**config.mk**
```make
export PLATFORM = sky130hd
export DESIGN_NAME = bcmp_exec
export DESIGN_NICKNAME = d
export VERILOG_FILES = /design/src/rtl/bcmp_pkg.sv /design/src/rtl/bcmp_regfile.sv /design/src/rtl/bcmp_ctrl.sv /design/src/rtl/bcmp_exec.sv
export SDC_FILE = /design/constraint.sdc
export NUM_CORES = 1
export LEC_CHECK = 0
export ABC_AREA = 1
export BUFFER_PORTS_ARGS = -buffer_cell sky130_fd_sc_hd__buf_2
export CAP_MARGIN = 10
export CELL_PAD_IN_SITES_DETAIL_PLACEMENT = 1
export CELL_PAD_IN_SITES_GLOBAL_PLACEMENT = 2
export CORE_AREA = 2 2 213 298
export CTS_CLUSTER_DIAMETER = 50
export CTS_CLUSTER_SIZE = 24
export DETAILED_ROUTE_END_ITERATION = 6
export DIE_AREA = 0 0 215 300
export PLACE_DENSITY_LB_ADDON = 0.1
export SYNTH_ARGS = -nofsm -noshare
export SYNTH_HDL_FRONTEND = slang
export SYNTH_HIERARCHICAL = 1
export SYNTH_SLANG_ARGS = --single-unit
```
**constraint.sdc**
```tcl
create_clock -name clk -period 8.6 [get_ports clk]
set_input_delay 1.29 -clock clk [delete_from_list [all_inputs] [get_ports clk]]
set_output_delay 1.29 -clock clk [all_outputs]
set_load 0.02 [all_outputs]
```
**src/rtl/bcmp_pkg.sv**
```systemverilog
package bcmp_pkg;
    localparam int REG_W = 32;
    localparam int NREG  = 8;
    localparam int SEL_W = $clog2(NREG);
    localparam logic [REG_W-1:0] STEP = REG_W'(1);

    // bit2: auto-modified pointer, bit1: decrement, bit0: pre-modify
    typedef enum logic [2:0] {
        AM_REG     = 3'd0,
        AM_IND     = 3'd1,
        AM_POSTINC = 3'd4,
        AM_PREINC  = 3'd5,
        AM_POSTDEC = 3'd6,
        AM_PREDEC  = 3'd7
    } amode_t;

    typedef enum logic [2:0] {
        S_W1, S_W2I, S_W2P, S_W2R, S_W3, S_MEM, S_EXEC
    } st_t;

    typedef struct packed {
        logic h;
        logic n;
        logic z;
        logic v;
        logic c;
    } flags_t;

    function automatic amode_t auto_mode(input logic [1:0] code);
        return amode_t'({1'b1, code});
    endfunction

    function automatic flags_t sub_flags(input logic [7:0] d, input logic [7:0] s);
        flags_t f;
        logic [8:0] full;
        logic [4:0] half;
        full = {1'b0, d} - {1'b0, s};
        half = {1'b0, d[3:0]} - {1'b0, s[3:0]};
        f.c  = full[8];
        f.h  = half[4];
        f.n  = full[7];
        f.z  = (full[7:0] == 8'h00);
        f.v  = (d[7] != s[7]) && (full[7] != d[7]);
        return f;
    endfunction
endpackage

```
**src/rtl/bcmp_regfile.sv**
```systemverilog
module bcmp_regfile
    import bcmp_pkg::*;
(
    input  logic             clk,
    input  logic             rst,
    input  logic             ext_we,
    input  logic [SEL_W-1:0] ext_sel,
    input  logic [REG_W-1:0] ext_data,
    input  logic             ptr_we,
    input  logic [SEL_W-1:0] ptr_sel,
    input  logic [REG_W-1:0] ptr_wdata,
    input  logic [SEL_W:0]   dst_nib,
    input  logic [SEL_W:0]   src_nib,
    input  logic [SEL_W-1:0] obs_sel,
    output logic [REG_W-1:0] ptr_rdata,
    output logic [REG_W-1:0] obs_rdata,
    output logic [7:0]       dst_byte,
    output logic [7:0]       src_byte
);
    logic [REG_W-1:0] rf [NREG];

    for (genvar i = 0; i < NREG; i++) begin : g_reg
        always_ff @(posedge clk) begin
            if (rst)
                rf[i] <= '0;
            else if (ptr_we && ptr_sel == SEL_W'(i))
                rf[i] <= ptr_wdata;
            else if (ext_we && ext_sel == SEL_W'(i))
                rf[i] <= ext_data;
        end


        reg_hold_chk: assert property (@(posedge clk) disable iff (rst)
            (!(ptr_we && ptr_sel == SEL_W'(i)) && !(ext_we && ext_sel == SEL_W'(i)))
            |=> $stable(rf[i]));
    end

    assign ptr_rdata = rf[ptr_sel];
    assign obs_rdata = rf[obs_sel];
    assign dst_byte  = dst_nib[SEL_W] ? rf[dst_nib[SEL_W-1:0]][7:0]
                                      : rf[dst_nib[SEL_W-1:0]][15:8];
    assign src_byte  = src_nib[SEL_W] ? rf[src_nib[SEL_W-1:0]][7:0]
                                      : rf[src_nib[SEL_W-1:0]][15:8];
endmodule

```
**src/rtl/bcmp_ctrl.sv**
```systemverilog
module bcmp_ctrl
    import bcmp_pkg::*;
(
    input  logic             clk,
    input  logic             rst,
    input  logic             iw_valid,
    input  logic [15:0]      iw_data,
    output logic             iw_ready,
    output logic             rd_valid,
    output logic [REG_W-1:0] rd_addr,
    input  logic             rd_ready,
    input  logic [7:0]       rd_data,
    input  logic [REG_W-1:0] ptr_val,
    output logic [SEL_W-1:0] ptr_sel,
    output logic             ptr_we,
    output logic [REG_W-1:0] ptr_new,
    output logic [SEL_W:0]   dst_nib,
    output logic [SEL_W:0]   src_nib,
    output logic             use_imm,
    output logic             use_mem,
    output logic [7:0]       imm,
    output logic [7:0]       mem_byte,
    output logic             exec,
    output logic             illegal
);
    st_t    st;
    amode_t mode;
    logic [15:0] w;
    assign w = iw_data;

    always_ff @(posedge clk) begin
        if (rst) begin
            st <= S_W1; mode <= AM_REG; ptr_sel <= '0;
            dst_nib <= '0; src_nib <= '0; imm <= '0; mem_byte <= '0;
            use_imm <= 1'b0; use_mem <= 1'b0; illegal <= 1'b0;
        end else begin
            illegal <= 1'b0;
            case (st)
                S_W1: if (iw_valid) begin
                    if (w[15:12] == 4'hA) begin
                        dst_nib <= w[11:8]; imm <= w[7:0];
                        use_imm <= 1'b1; use_mem <= 1'b0; mode <= AM_REG; st <= S_EXEC;
                    end else if (w[15:8] == 8'h1C) begin
                        src_nib <= w[7:4]; dst_nib <= w[3:0];
                        use_imm <= 1'b0; use_mem <= 1'b0; mode <= AM_REG; st <= S_EXEC;
                    end else if (w[15:8] == 8'h7D && !w[7] && w[3:0] == 4'h0) begin
                        ptr_sel <= w[6:4]; mode <= AM_IND; use_mem <= 1'b1; st <= S_W2I;
                    end else if (w[15:2] == 14'b0000_0001_0111_01) begin
                        mode <= auto_mode(w[1:0]); use_mem <= 1'b1; use_imm <= 1'b1;
                        st <= S_W2P;
                    end else if (w == 16'h0179) begin
                        use_mem <= 1'b1; use_imm <= 1'b0; st <= S_W2R;
                    end else begin
                        illegal <= 1'b1;
                    end
                end
                S_W2I: if (iw_valid) begin
                    if (w[15:8] == 8'hA0) begin
                        imm <= w[7:0]; use_imm <= 1'b1; st <= S_MEM;
                    end else if (w[15:8] == 8'h1C && w[3:0] == 4'h0) begin
                        src_nib <= w[7:4]; use_imm <= 1'b0; st <= S_MEM;
                    end else begin
                        illegal <= 1'b1; st <= S_W1;
                    end
                end
                S_W2P: if (iw_valid) begin
                    if (w[15:8] == 8'h6C && !w[7] && w[3:0] == 4'h8) begin
                        ptr_sel <= w[6:4]; st <= S_W3;
                    end else begin
                        illegal <= 1'b1; st <= S_W1;
                    end
                end
                S_W3: if (iw_valid) begin
                    if (w[15:8] == 8'hA0) begin
                        imm <= w[7:0]; st <= S_MEM;
                    end else begin
                        illegal <= 1'b1; st <= S_W1;
                    end
                end
                S_W2R: if (iw_valid) begin
                    if (w[15:14] == 2'b10 && !w[11] && w[7:4] == 4'h2) begin
                        mode <= auto_mode(w[13:12]); ptr_sel <= w[10:8];
                        src_nib <= w[3:0]; st <= S_MEM;
                    end else begin
                        illegal <= 1'b1; st <= S_W1;
                    end
                end
                S_MEM: if (rd_ready) begin
                    mem_byte <= rd_data; st <= S_EXEC;
                end
                default: st <= S_W1;
            endcase
        end
    end

    always_comb begin
        ptr_new = ptr_val;
        if (mode[2]) ptr_new = mode[1] ? ptr_val - STEP : ptr_val + STEP;
    end

    assign rd_addr  = (mode[2] && mode[0]) ? ptr_new : ptr_val;
    assign rd_valid = (st == S_MEM);
    assign exec     = (st == S_EXEC);
    assign ptr_we   = exec && mode[2];
    assign iw_ready = (st == S_W1) || (st == S_W2I) || (st == S_W2P) ||
                      (st == S_W2R) || (st == S_W3);


    rd_addr_hold_chk: assert property (@(posedge clk) disable iff (rst)
        (rd_valid && !rd_ready) |=> (rd_valid && $stable(rd_addr)));


    no_fetch_during_read_chk: assert property (@(posedge clk) disable iff (rst)
        !(rd_valid && iw_ready));
endmodule

```
**src/rtl/bcmp_exec.sv**
```systemverilog
module bcmp_exec
    import bcmp_pkg::*;
(
    input  logic             clk,
    input  logic             rst,
    input  logic             iw_valid,
    input  logic [15:0]      iw_data,
    output logic             iw_ready,
    output logic             rd_valid,
    output logic [REG_W-1:0] rd_addr,
    input  logic             rd_ready,
    input  logic [7:0]       rd_data,
    input  logic             gpr_we,
    input  logic [SEL_W-1:0] gpr_wsel,
    input  logic [REG_W-1:0] gpr_wdata,
    input  logic [SEL_W-1:0] gpr_rsel,
    output logic [REG_W-1:0] gpr_rdata,
    output logic [4:0]       flags,
    output logic             done,
    output logic             illegal
);
    logic [REG_W-1:0] ptr_val, ptr_new;
    logic [SEL_W-1:0] ptr_sel;
    logic [SEL_W:0]   dst_nib, src_nib;
    logic [7:0]       imm, mem_byte, dst_rb, src_rb, dst_op, src_op;
    logic             ptr_we, use_imm, use_mem, exec;
    flags_t           flg_q, flg_d;

    bcmp_ctrl u_ctrl (
        .clk(clk), .rst(rst), .iw_valid(iw_valid), .iw_data(iw_data),
        .iw_ready(iw_ready), .rd_valid(rd_valid), .rd_addr(rd_addr),
        .rd_ready(rd_ready), .rd_data(rd_data), .ptr_val(ptr_val),
        .ptr_sel(ptr_sel), .ptr_we(ptr_we), .ptr_new(ptr_new),
        .dst_nib(dst_nib), .src_nib(src_nib), .use_imm(use_imm),
        .use_mem(use_mem), .imm(imm), .mem_byte(mem_byte), .exec(exec),
        .illegal(illegal)
    );

    bcmp_regfile u_rf (
        .clk(clk), .rst(rst), .ext_we(gpr_we), .ext_sel(gpr_wsel),
        .ext_data(gpr_wdata), .ptr_we(ptr_we), .ptr_sel(ptr_sel),
        .ptr_wdata(ptr_new), .dst_nib(dst_nib), .src_nib(src_nib),
        .obs_sel(gpr_rsel), .ptr_rdata(ptr_val), .obs_rdata(gpr_rdata),
        .dst_byte(dst_rb), .src_byte(src_rb)
    );

    assign dst_op = use_mem ? mem_byte : dst_rb;
    assign src_op = use_imm ? imm : src_rb;
    assign flg_d  = sub_flags(dst_op, src_op);

    always_ff @(posedge clk) begin
        if (rst) begin
            flg_q <= '0;
            done  <= 1'b0;
        end else begin
            done <= exec;
            if (exec) flg_q <= flg_d;
        end
    end

    assign flags = flg_q;


    done_illegal_excl_chk: assert property (@(posedge clk) disable iff (rst)
        !(done && illegal));


    done_single_chk: assert property (@(posedge clk) disable iff (rst)
        done |=> !done);


    zero_no_borrow_chk: assert property (@(posedge clk) disable iff (rst)
        flg_q.z |-> (!flg_q.c && !flg_q.h && !flg_q.n && !flg_q.v));


    flags_hold_on_illegal_chk: assert property (@(posedge clk) disable iff (rst)
        illegal |-> $stable(flg_q));
endmodule

```
; ---- After elaboration in Yosys (flattened, before gate mapping)
; Memory sizes are Yosys's and may differ from the RTL's. A register that Yosys moved wholly into a read port is not among the register bits.
; Index checks and enable logic that the tools add are counted.
[totals]
register_bits = 42
wordCells = 313
memories = 1
ramBits = 256
input_bits = 67
output_inout_bits = 73
[mem_list]
columns = name, words, width, rd, rd_ports_with_merged_regs, write_ports, line
row1 = u_rf.rf, 8, 32, 4, 3, 8, bcmp_regfile.sv:20  ; logic [REG_W-1:0] rf [NREG];
[classes]
n_addsub = 4
n_mux = 168
bitwise_logic = 16
n_reduce_logical = 54
eq_ne = 54
[ops]
columns = op, count
row1 = $mux W32, 19
row2 = $mux W3, 37
row3 = $mux W1, 87
row4 = $mux W8, 8
row5 = $mux W4, 10
row6 = $eq A3 B3 Y1 const B, 11
row7 = $add A32 B1 Y32 const B, 1
row8 = $sub A32 B1 Y32 const B, 1
row9 = $logic_and A1 B1 Y1, 26
row10 = $eq A3 B2 Y1 const B, 6
row11 = $ne A2 B1 Y1 const B, 9
row12 = $pmux W3 S6, 1
row13 = $reduce_and A9 Y1, 2
row14 = $eq A16 B9 Y1 const B, 1
row15 = $eq A8 B7 Y1 const B, 2
row16 = $ne A2 B2 Y1 const B, 8
row17 = $or A1 B1 Y1, 16
row18 = $pmux W8 S2, 1
row19 = $eq A14 B7 Y1 const B, 1
row20 = $pmux W4 S3, 1
row21 = $ne A5 B1 Y1 const B, 2
row22 = $reduce_and A5 Y1, 2
row23 = $eq A3 B1 Y1 const B, 3
row24 = $logic_not A3 Y1, 3
row25 = other kinds (27), 38

; ---- Depth between registers and ports, before layout
; Gate-level depths: netlist of the first run.
[logic_depth]
ltp_word = 10
ltp_mapped = 24
ltp_nobuf = 22

; ---- Cells and area by module
; The synthesis of the first run kept the hierarchy.
[modules_own_cells]
columns = module, cells_per_inst, n_inst, seq_area_each_um2, area_per_inst_um2
row1 = bcmp_regfile, 2348, 1, 7687.4, 17050.1
row2 = bcmp_ctrl, 1049, 1, 720.7, 5373.9
row3 = bcmp_exec, 124, 1, 120.1, 822.0

; ---- Least setup slack after synthesis of the first run
; Ideal clock, no wire load.
[synth_path]
kind = flip-flop to output port
start = reg, netlist name u_ctrl/ptr_sel[0]
end = out rd_addr[8]
path_stages_with_launch = 16
setup_slack_ps = 4675
required_time_ps = 7310
arrival_time_ps = 2635
path_cell_list = dfxtp_1 -> inv_2 -> nand2_2 -> inv_2 -> clkbuf_1 -> nand2_1 -> nand4_1 -> nand2_1 -> nand2_1 -> fa_1 -> nand3_1 -> nand3_1 -> nand2_1 -> nand3_1 -> xnor2_1 -> o21ai_0
[synth_rtl]
columns = element, line
row1 = "end, declared", bcmp_exec.sv:10  ; output logic [REG_W-1:0] rd_addr,

==> impl_metrics.json, run 1 <==
{
  "placedInstanceArea_sq_um": 24500,
  "period_minus_slack_ns": 6.52,
  "die-area_sq_um": 64500,
  "die-height_microns": 300,
  "globalRoute.totalOverflow": 0,
  "start_util_pct": 37.6,
  "antenna_left": 0,
  "worst_ep_required_time_ns": 7.31,
  "maxSlewViolCount": 0,
  "clockBufferDepth": 3,
  "grt_pass1_vias": 26700,
  "holdWs_ns": 0.466,
  "fin_tns_setup_ns": 0,
  "antenna_found_initial": 2,
  "layout.cells.non_filler": 4388,
  "cts_resized": 0,
  "netlist_instances": 3521,
  "synth.mux.area_fraction_pct": 0.592,
  "crit_arrival_ns": 5.23,
  "synth_top_family_by_area": "simple AND/OR/NAND/NOR gates",
  "power_density_nw_per_um2": 235,
  "wirelength_microns": 116000,
  "outcome": "completed",
  "via_count": 26100,
  "drt_iter0_drc": 1980,
  "ctsHoldBuffers": 0,
  "cts_tree": "done",
  "cpPeakStageDelay_ns": 0.84,
  "cts.clk_slew.worst_paths_ns": 0.07,
  "drc": 0,
  "nNetsFinal": 3646,
  "place.gp.congestion": 0.922,
  "grt_pass1_wl_microns": 169000,
  "hold_viol": 0,
  "cp-end-kind": "primary output",
  "io_buffers": 139,
  "firstDrtPassIters": 5,
  "ys_seq_area_share_pct": 36.7,
  "relSlewSlack_pct": 15.5,
  "vdd_drop_max_mv": 0.180,
  "core_sq_um": 61900,
  "dp.final_hpwl_microns": 78700,
  "fp.dieW_microns": 215,
  "critical_path_class": "reg -> out",
  "synth_simple_gate_area_share_pct": 34.2,
  "fin_area_sq_um": 25600,
  "synth_warnings": 6,
  "n_antenna_cell": 0,
  "cts_buffers": 30,
  "layout_common_cells": "nand2_1 (1181), inv_1 (423), nand3_1 (309), o22ai_1 (261), edfxtp_1 (256)",
  "grt_usage_pct": 35.0,
  "syn_area_sq_um": 23200,
  "wire_per_inst_microns": 26.5,
  "grt_max_degree": 85,
  "yosys.area_share.xor_xnor_pct": 0.565,
  "synth_edf_count": 256,
  "rsz0062_at_grt": "false",
  "power_w": 0.00603,
  "placementRows": 108,
  "startpoint_type": "flop",
  "io_pins": 140,
  "synth.avg_cell_area_sq_um": 6.60,
  "critPathSlowestCell": "inv_2",
  "insertion_delay_ns": 0.62,
  "dp.cells": 4332,
  "maxCapViolCount": 0,
  "setup_viol_count_final": 0,
  "crit_chain": "nand2_1 -> inv_2 -> buf_4 -> nand2_1 -> nand4_1 -> nand2_1 -> nand2_1 -> fa_1 -> nand3_1 -> nand3_1 -> nand2_1 -> nand3_1 -> nand2_1 -> nand2_1 -> xor2_1 -> nand2_1 -> nand2_1 -> inv_1 -> buf_2",
  "cts_sinks": 298,
  "yosys.area_share.adder_pct": 2.22,
  "synth_compound_area_share_pct": 14.7,
  "power_leakage_nw": 11.7,
  "post_synth_num_cell_types": 47,
  "synth_nets": 3628,
  "syn_to_final_growth_pct": 10.2,
  "cp_max_fo": 36,
  "async_reset_ff_share_pct": 0,
  "clock_skew_ns": 0.0420,
  "ys.flop_type": "edfxtp_1",
  "ys_ff_latch": 298,
  "worstMarginPinSlew_ns": 1.25,
  "layout_commonest_cell": "nand2_1",
  "crit_path_frequent_cell": "nand2_1",
  "fmax_mhz": 153,
  "root_buffer": "clkbuf_16",
  "cts_max_level": 1,
  "post-cts-setup-buffers": 0,
  "post-route-period-util_pct": 75.8,
  "viasPerCell": 5.94,
  "hold_path.class": "reg -> reg",
  "drive_above_1_share_pct": 9.01
}
## power by group
part           leakage (nW)  total, W  switching [W]  internal (W)
combinational          8.30   0.00277        0.00208      0.000693
sequential             2.85   0.00176      0.0000925       0.00167
clock                 0.549   0.00150       0.000691      0.000806
## final timing paths
kind                                   to                      startpoint  slack, ns  cells after the start
setup / recovery              rd_addr[16]  u_ctrl/ptr_sel[1]$_SDFFE_PP0P_       2.08                     19
hold / removal      flags[0]$_SDFFE_PP0P_           flags[0]$_SDFFE_PP0P_       0.47                      2
setup reg to reg  u_rf/rf[5][8]$_DFFE_PP_  u_ctrl/ptr_sel[1]$_SDFFE_PP0P_       3.00                     16
hold reg to reg     flags[0]$_SDFFE_PP0P_           flags[0]$_SDFFE_PP0P_       0.47                      2
## critical path, delay by kind of cell, from the launching register on
family        cells  cell delay, ns
xor+xnor          1            0.29
fa+ha+maj         1            0.35
buf+inv           4            1.54
flops             1            0.47
simple gates     13            1.97
## synthesized netlist by cell type, types with 8 or more instances
cell type,number,area (sq um)
o21ai_0,203,1020
buf_2,71,355
nand4_1,71,444
clkbuf_1,94,353
inv_2,18,67.6
edfxtp_1,256,7690
nand3_1,310,1550
a31oi_1,11,68.8
buf_4,9,67.6
xnor2_1,8,70.1
a21oi_1,106,531
ha_1,38,475
nor3_1,47,235
o22ai_1,261,1630
buf_1,27,101
inv_1,424,1590
nand2_1,1190,4470
dfxtp_1,42,841
nor2_1,251,942
nand2_2,8,50.1
## flip-flops by register name (all words and copies together), names as in the netlist
signal           cells
u_rf/rf            256
u_ctrl/imm           8
u_ctrl/mem_byte      8
flags                5
u_ctrl/dst_nib       4
u_ctrl/src_nib       4
u_ctrl/mode          3
u_ctrl/ptr_sel       3
u_ctrl/st            3
done                 1
u_ctrl/illegal       1
u_ctrl/use_imm       1
u_ctrl/use_mem       1
## routing by layer
layer	global-route usage (%)	wire length, microns	up-vias
met5	0	24	-
met4	26.1	9840	4
met3	3.36	8230	357
met2	59.9	54800	1204
met1	40.8	43400	12800
li1	-	-	11800
## per-stage QoR
step	utilization (%)	worst slack (ns)
detailed placement	39.6	2.72
global placement	39.6	2.79
finish	41.4	2.08
global route	41.4	1.83
floorplan	-	4.68
CTS	41.4	2.06
## cells by family (layout without fill, tap and decap cells)
logic type,Yosys count,count (layout)
flip-flops,298,298
buffers and inverters,646,688
multiplexers,13,13
AND/OR/NAND/NOR,1907,1907
XOR/XNOR,15,15
adder cells (fa/ha/maj),40,40
AO/OA/AOI/OAI,602,602
## area by class of cell
class                           count  area (sq um)
Clock buffer                       31           754
Clock inverter                     25           380
Fill cell                        8113         36300
Inverter                          442          1660
Multi-Input combinational cell   2577         12200
Sequential cell                   298          8530
Tap cell                          825          1030
Timing Repair Buffer              190          1080
No activity file was read; power rests on OpenSTA's default activity.
==> run 2, diff against run 1 <==
- CORE_AREA: 2 2 213 298 -> 2 2 221 310
- DIE_AREA: 0 0 215 300 -> 0 0 223 312
- clock period: 8.6 -> 6.5 ns (I/O delays scaled with it)
==> run 2 against run 1 <==
Die area increased by 7.9%; combinational power increased by 34%; routed wire length increased by 1.2%; first-iteration DRC count increased by 12%; non-clock buffer count increased by 21; worst setup slack got worse by 1.3 ns; critical endpoint is now rd_addr[14]; largest power group unchanged.
==> impl_metrics.json, run 2 (synthesized netlist as in run 1, its figures left out) <==
{
  "root_buffer": "clkbuf_16",
  "crit_chain": "nand2_1 -> inv_2 -> buf_12 -> nand2_1 -> nand4_1 -> nand2_1 -> nand2_1 -> ha_1 -> nand2_1 -> inv_1 -> nand2_1 -> nand2_1 -> o21bai_1 -> nand2_1 -> xor2_1 -> o21ai_0 -> inv_1 -> buf_2",
  "cts_sinks": 298,
  "fp.dieW_microns": 223,
  "post-route-period-util_pct": 88.7,
  "fin_tns_setup_ns": 0,
  "die-height_microns": 312,
  "crit_path_frequent_cell": "nand2_1",
  "gr-usage-met1_pct": 39.1,
  "use_met3_pct": 4.02,
  "largestRegisters": "u_rf/rf: 256 flops, u_ctrl/imm: 8 flops, u_ctrl/mem_byte: 8 flops",
  "core_sq_um": 66600,
  "cts.clk_slew.worst_paths_ns": 0.05,
  "dp.final_hpwl_microns": 81700,
  "cpPeakStageDelay_ns": 0.55,
  "nNetsFinal": 3671,
  "start_util_pct": 34.9,
  "cts_buffers": 34,
  "drc": 0,
  "grt_pass1_vias": 26700,
  "firstDrtPassIters": 5,
  "outcome": "completed",
  "place.gp.congestion": 0.895,
  "largest_register_ffs": 256,
  "cts_tree": "done",
  "grt_usage_pct": 33.1,
  "top_register": "u_rf/rf",
  "use_met2_pct": 55.9,
  "globalRoute.totalOverflow": 0,
  "clockBufferDepth": 3,
  "cp-end-kind": "primary output",
  "power_density_nw_per_um2": 309,
  "post-cts-setup-buffers": 0,
  "relSlewSlack_pct": 7.70,
  "fmax_mhz": 174,
  "via_count": 25800,
  "r2r_slack_ns": 1.32,
  "cts_max_level": 2,
  "wire_per_inst_microns": 26.5,
  "crit_arrival_ns": 4.79,
  "grt_max_degree": 67,
  "clock_skew_ns": 0.0337,
  "worstMarginPinSlew_ns": 1.37,
  "vdd_drop_max_mv": 0.220,
  "rsz0062_at_grt": "false",
  "syn_to_final_growth_pct": 11.2,
  "antenna_found_initial": 5,
  "ctsHoldBuffers": 0,
  "critical_path_class": "reg -> out",
  "io_buffers": 139,
  "fillers": 8527,
  "drt_iter0_drc": 2217,
  "startpoint_type": "flop",
  "insertion_delay_ns": 0.57,
  "maxSlewViolCount": 0,
  "drive_above_1_share_pct": 9.53,
  "layout_common_cells": "nand2_1 (1182), inv_1 (422), nand3_1 (309), o22ai_1 (261), edfxtp_1 (256)",
  "wirelength_microns": 118000,
  "power_leakage_nw": 11.8,
  "placementRows": 112,
  "cts_resized": 0,
  "dp.cells": 4383,
  "critPathSlowestCell": "inv_2",
  "cp_max_fo": 39,
  "antenna_left": 0,
  "globalRoute.busiestLayer": "met2",
  "setup_viol_count_final": 0,
  "viasPerCell": 5.81,
  "layout_commonest_cell": "nand2_1",
  "grt_pass1_wl_microns": 171000,
  "worst_ep_required_time_ns": 5.52,
  "die-area_sq_um": 69600,
  "io_pins": 140,
  "hold_path.class": "reg -> reg",
  "maxCapViolCount": 0,
  "period_minus_slack_ns": 5.76,
  "layout.cells.non_filler": 4445,
  "hold_viol": 0
}
==> run 2: changes by cell type in the layout (fill, tap and decap cells not counted), sizes merged, moves of 2 or more <==
cell / change
clkinvlp: +4
buf: +21
clkbuf: +6
clkinv: +2
inv: -6
==> run 2: through the flow <==
step | hold slack (ns) | cell area [sq um] | setup slack [ns] | total power (W) | util [%]
after floorplan | 0.438 | 23200 | 2.89 | 0.00454 | -
after global placement | 0.453 | 24700 | 1.40 | 0.00596 | 37.2
after detailed placement | 0.455 | 24700 | 1.33 | 0.00605 | 37.2
after CTS | 0.462 | 25800 | 0.734 | 0.00803 | 38.8
after global routing | 0.499 | 25800 | 0.404 | 0.00840 | 38.8
final | 0.461 | 25900 | 0.737 | 0.00800 | 38.8
==> run 2: area by class of cell <==
class | count | area, sq um | share of cell area (%)
clock inverters | 24 | 258 | 0.997
repair buffers | 211 | 1290 | 4.99
diodes | 1 | 2.50 | 0.00968
well taps | 855 | 1070 | 4.14
flip-flops and latches | 298 | 8530 | 33.0
multi-input cells | 2577 | 12200 | 47.1
inverters | 442 | 1660 | 6.43
clock buffers | 37 | 862 | 3.33
==> run 2: power by group <==
part           switching (W)  total, W  internal, W
registers           0.000106   0.00231      0.00220
logic                0.00276   0.00371     0.000944
clock network       0.000879   0.00198      0.00111
total                0.00375   0.00800      0.00425
==> run 2: critical path, delay by kind of cell, from the launching register on <==
kind | cells | cell delay [ns]
AND/OR/NAND/NOR | 9 | 1.44
buffers and inverters | 5 | 1.21
AO/OA/AOI/OAI | 2 | 0.55
flip-flops | 1 | 0.46
adder cells (fa/ha/maj) | 1 | 0.34
XOR/XNOR | 1 | 0.22
==> run 2: metal layers <==
metal / vias up / share of wire [%]
li1: 11800 / -
met2: 1069 / 47
met4: 6 / 7.8
met1: 12700 / 38
met5: - / 0.035
met3: 301 / 6.6
==> run 2: path summary, 6_finish.rpt <==
path,startpoint,end,cells after the start
hold reg to reg,flags[0]$_SDFFE_PP0P_,flags[0]$_SDFFE_PP0P_,2
setup reg to reg,u_ctrl/ptr_sel[1]$_SDFFE_PP0P_,u_rf/rf[2][8]$_DFFE_PP_,16
setup / recovery,u_ctrl/ptr_sel[0]$_SDFFE_PP0P_,rd_addr[14],18
hold / removal,flags[0]$_SDFFE_PP0P_,flags[0]$_SDFFE_PP0P_,2
==> run 3, diff against run 2 <==
- CELL_PAD_IN_SITES_DETAIL_PLACEMENT: 1 -> 0
- CELL_PAD_IN_SITES_GLOBAL_PLACEMENT: 2 -> 1
- CORE_AREA: 2 2 221 310 -> 2 2 196 274
- DIE_AREA: 0 0 223 312 -> 0 0 198 276
==> run 3 against run 2 <==
The run now ends with DRC left; sequential cell count is the same; clock power fell by 7%; combinational power is 4% lower; global-route usage grew 4.7 points; first-iteration DRC count is 32% higher; die area is 21% lower.
==> impl_metrics.json, run 3 (synthesized netlist as in run 1, its figures left out) <==
{
  "outcome": "finished, violations left",
  "violations": "DRC",
  "cts_max_level": 1,
  "drive_above_1_share_pct": 9.24,
  "antenna_found_initial": 2,
  "cp_num_buf_inv": 5,
  "die-area_sq_um": 54600,
  "fin_tns_setup_ns": 0,
  "start_util_pct": 44.6,
  "fin_area_sq_um": 25500,
  "maxCapViolCount": 0,
  "largestRegisters": "u_rf/rf: 256 flops, u_ctrl/imm: 8 flops, u_ctrl/mem_byte: 8 flops",
  "fp.dieW_microns": 198,
  "antenna_left": 0,
  "cp_max_fo": 47,
  "layout_commonest_cell": "nand2_1",
  "placedInstanceArea_sq_um": 24400,
  "grt_usage_pct": 37.8,
  "min-delay-start": "u_ctrl/mem_byte[7]$_SDFFE_PP0P_",
  "critPathSlowestCell": "inv_2",
  "hold_viol": 0,
  "via_count": 25700,
  "top_register": "u_rf/rf",
  "min_delay_path_depth": 2,
  "cts_tree": "done",
  "grt_max_degree": 71,
  "io_buffers": 139,
  "r2r_slack_ns": 1.38,
  "wirelength_microns": 106000,
  "r2r-start": "u_ctrl/ptr_sel[1]$_SDFFE_PP0P_",
  "post-route-period-util_pct": 89.5,
  "cts_resized": 0,
  "r2r_end": "u_rf/rf[2][10]$_DFFE_PP_",
  "setup_ws_ns": 0.685,
  "worst_ep_required_time_ns": 5.52,
  "largest_register_ffs": 256,
  "crit_path_frequent_cell": "nand2_1",
  "die-height_microns": 276,
  "cp_top_family": "buffers and inverters",
  "startpoint_type": "flop",
  "cts_sinks": 298,
  "maxSlewViolCount": 0,
  "rsz0062_at_grt": "false",
  "clockBufferDepth": 3,
  "period_minus_slack_ns": 5.82,
  "cp-end-kind": "primary output",
  "drc": 5,
  "pre_cts_slack_ns": 1.48,
  "setup_viol_count_final": 0,
  "crit_arrival_ns": 4.84,
  "place.gp.congestion": 0.947,
  "finalCoreUtilization_pct": 48.9,
  "clock_skew_ns": 0.0569,
  "cts_buffers": 30,
  "syn_to_final_growth_pct": 9.59,
  "dp.final_hpwl_microns": 70500,
  "worstMarginPinSlew_ns": 1.25,
  "core_sq_um": 52100,
  "firstDrtPassIters": 7,
  "critical_path_class": "reg -> out",
  "insertion_delay_ns": 0.64,
  "cpPeakStageDelay_ns": 0.93,
  "cts.clk_slew.worst_paths_ns": 0.08,
  "min_to": "u_ctrl/mem_byte[7]$_SDFFE_PP0P_",
  "grt_pass1_wl_microns": 153000,
  "viasPerCell": 6.01,
  "post-cts-setup-buffers": 0,
  "nNetsFinal": 3657,
  "drt_iter0_drc": 2929,
  "holdWs_ns": 0.471,
  "hold_path.class": "reg -> reg",
  "wire_per_inst_microns": 24.7,
  "grt_pass1_vias": 24800,
  "io_pins": 140,
  "power_leakage_nw": 11.7,
  "crit_chain": "nand2_1 -> inv_2 -> buf_4 -> nand2_1 -> nand4_1 -> nand2_1 -> nand2_1 -> ha_1 -> nand2_1 -> inv_1 -> a21oi_1 -> nand2_1 -> nand2_1 -> nand2_1 -> xor2_1 -> o21ai_0 -> inv_1 -> buf_2",
  "relSlewSlack_pct": 16.4,
  "ctsHoldBuffers": 0,
  "root_buffer": "clkbuf_16",
  "power_density_nw_per_um2": 303,
  "r2r_cells": 16,
  "vdd_drop_max_mv": 0.246,
  "fillers": 5333,
  "globalRoute.totalOverflow": 0,
  "placementRows": 99,
  "fmax_mhz": 172,
  "layout_common_cells": "nand2_1 (1183), inv_1 (423), nand3_1 (309), o22ai_1 (261), edfxtp_1 (256)"
}
run 3: changes by cell type in the layout (fill, tap and decap cells not counted), moves of 2 or more:
cell | previous run | this run
inv_8 | 0 | 3
bufinv_16 | 3 | 0
clkbuf_1 | 3 | 0
inv_12 | 0 | 5
clkinvlp_4 | 4 | 2
clkinv_8 | 2 | 5
buf_4 | 69 | 61
clkinv_1 | 4 | 1
buf_12 | 4 | 1
clkbuf_16 | 34 | 30
clkinv_2 | 6 | 2
run 3: report_power, final:
group          internal (W)  switching [W]  leakage [nW]
Sequential          0.00220       0.000104          2.85
Combinational      0.000929        0.00264          8.36
Clock              0.000915       0.000921         0.501
run 3: how the worst max path moves through the flow:
stage / start / endpoint / cells past startpoint
2_1_floorplan: u_ctrl/ptr_sel[0]$_SDFFE_PP0P_ / rd_addr[8] / 15
3_3_place_gp: u_ctrl/ptr_sel[0]$_SDFFE_PP0P_ / rd_addr[14] / 16
3_5_place_dp: u_ctrl/ptr_sel[1]$_SDFFE_PP0P_ / rd_addr[15] / 18
4_1_cts: u_ctrl/ptr_sel[1]$_SDFFE_PP0P_ / rd_addr[15] / 18
5_1_grt: u_ctrl/ptr_sel[1]$_SDFFE_PP0P_ / rd_addr[23] / 21
6_report: u_ctrl/ptr_sel[1]$_SDFFE_PP0P_ / rd_addr[15] / 18
run 3: worst reg2reg max path, delay by kind of cell (launching register included):
kind / cells / cell delay (ns)
and+or+nand+nor: 10 / 1.89
buffers and inverters: 3 / 1.33
AOI/OAI and AO/OA: 2 / 0.95
DFF: 1 / 0.47
adders and majority gates: 1 / 0.30
run 3: final cells by class:
cell class,instances,area [sq um],area share [%]
Clock buffer,30,751,2.95
Sequential cell,298,8530,33.5
Tap cell,707,885,3.47
Clock inverter,25,294,1.15
Antenna cell,1,2.50,0.00982
Multi-Input combinational cell,2577,12200,47.8
Inverter,442,1660,6.52
Timing Repair Buffer,201,1180,4.62
run 3: metrics by stage:
step                total power, W  cells
floorplan                  0.00454   3521
global placement           0.00580   4224
detailed placement         0.00584   4224
CTS                        0.00765   4279
global route               0.00806   4280
finish                     0.00771   4281
run 3: per-layer routing:
metal | GRT usage (%) | part of all wire (%) | vias up
met4 | 30.8 | 9.5 | 2
li1 | - | - | 11800
met1 | 43.2 | 34 | 11800
met3 | 5.09 | 9.7 | 435
met2 | 62.7 | 47 | 1686
met5 | 0 | 0.0085 | -
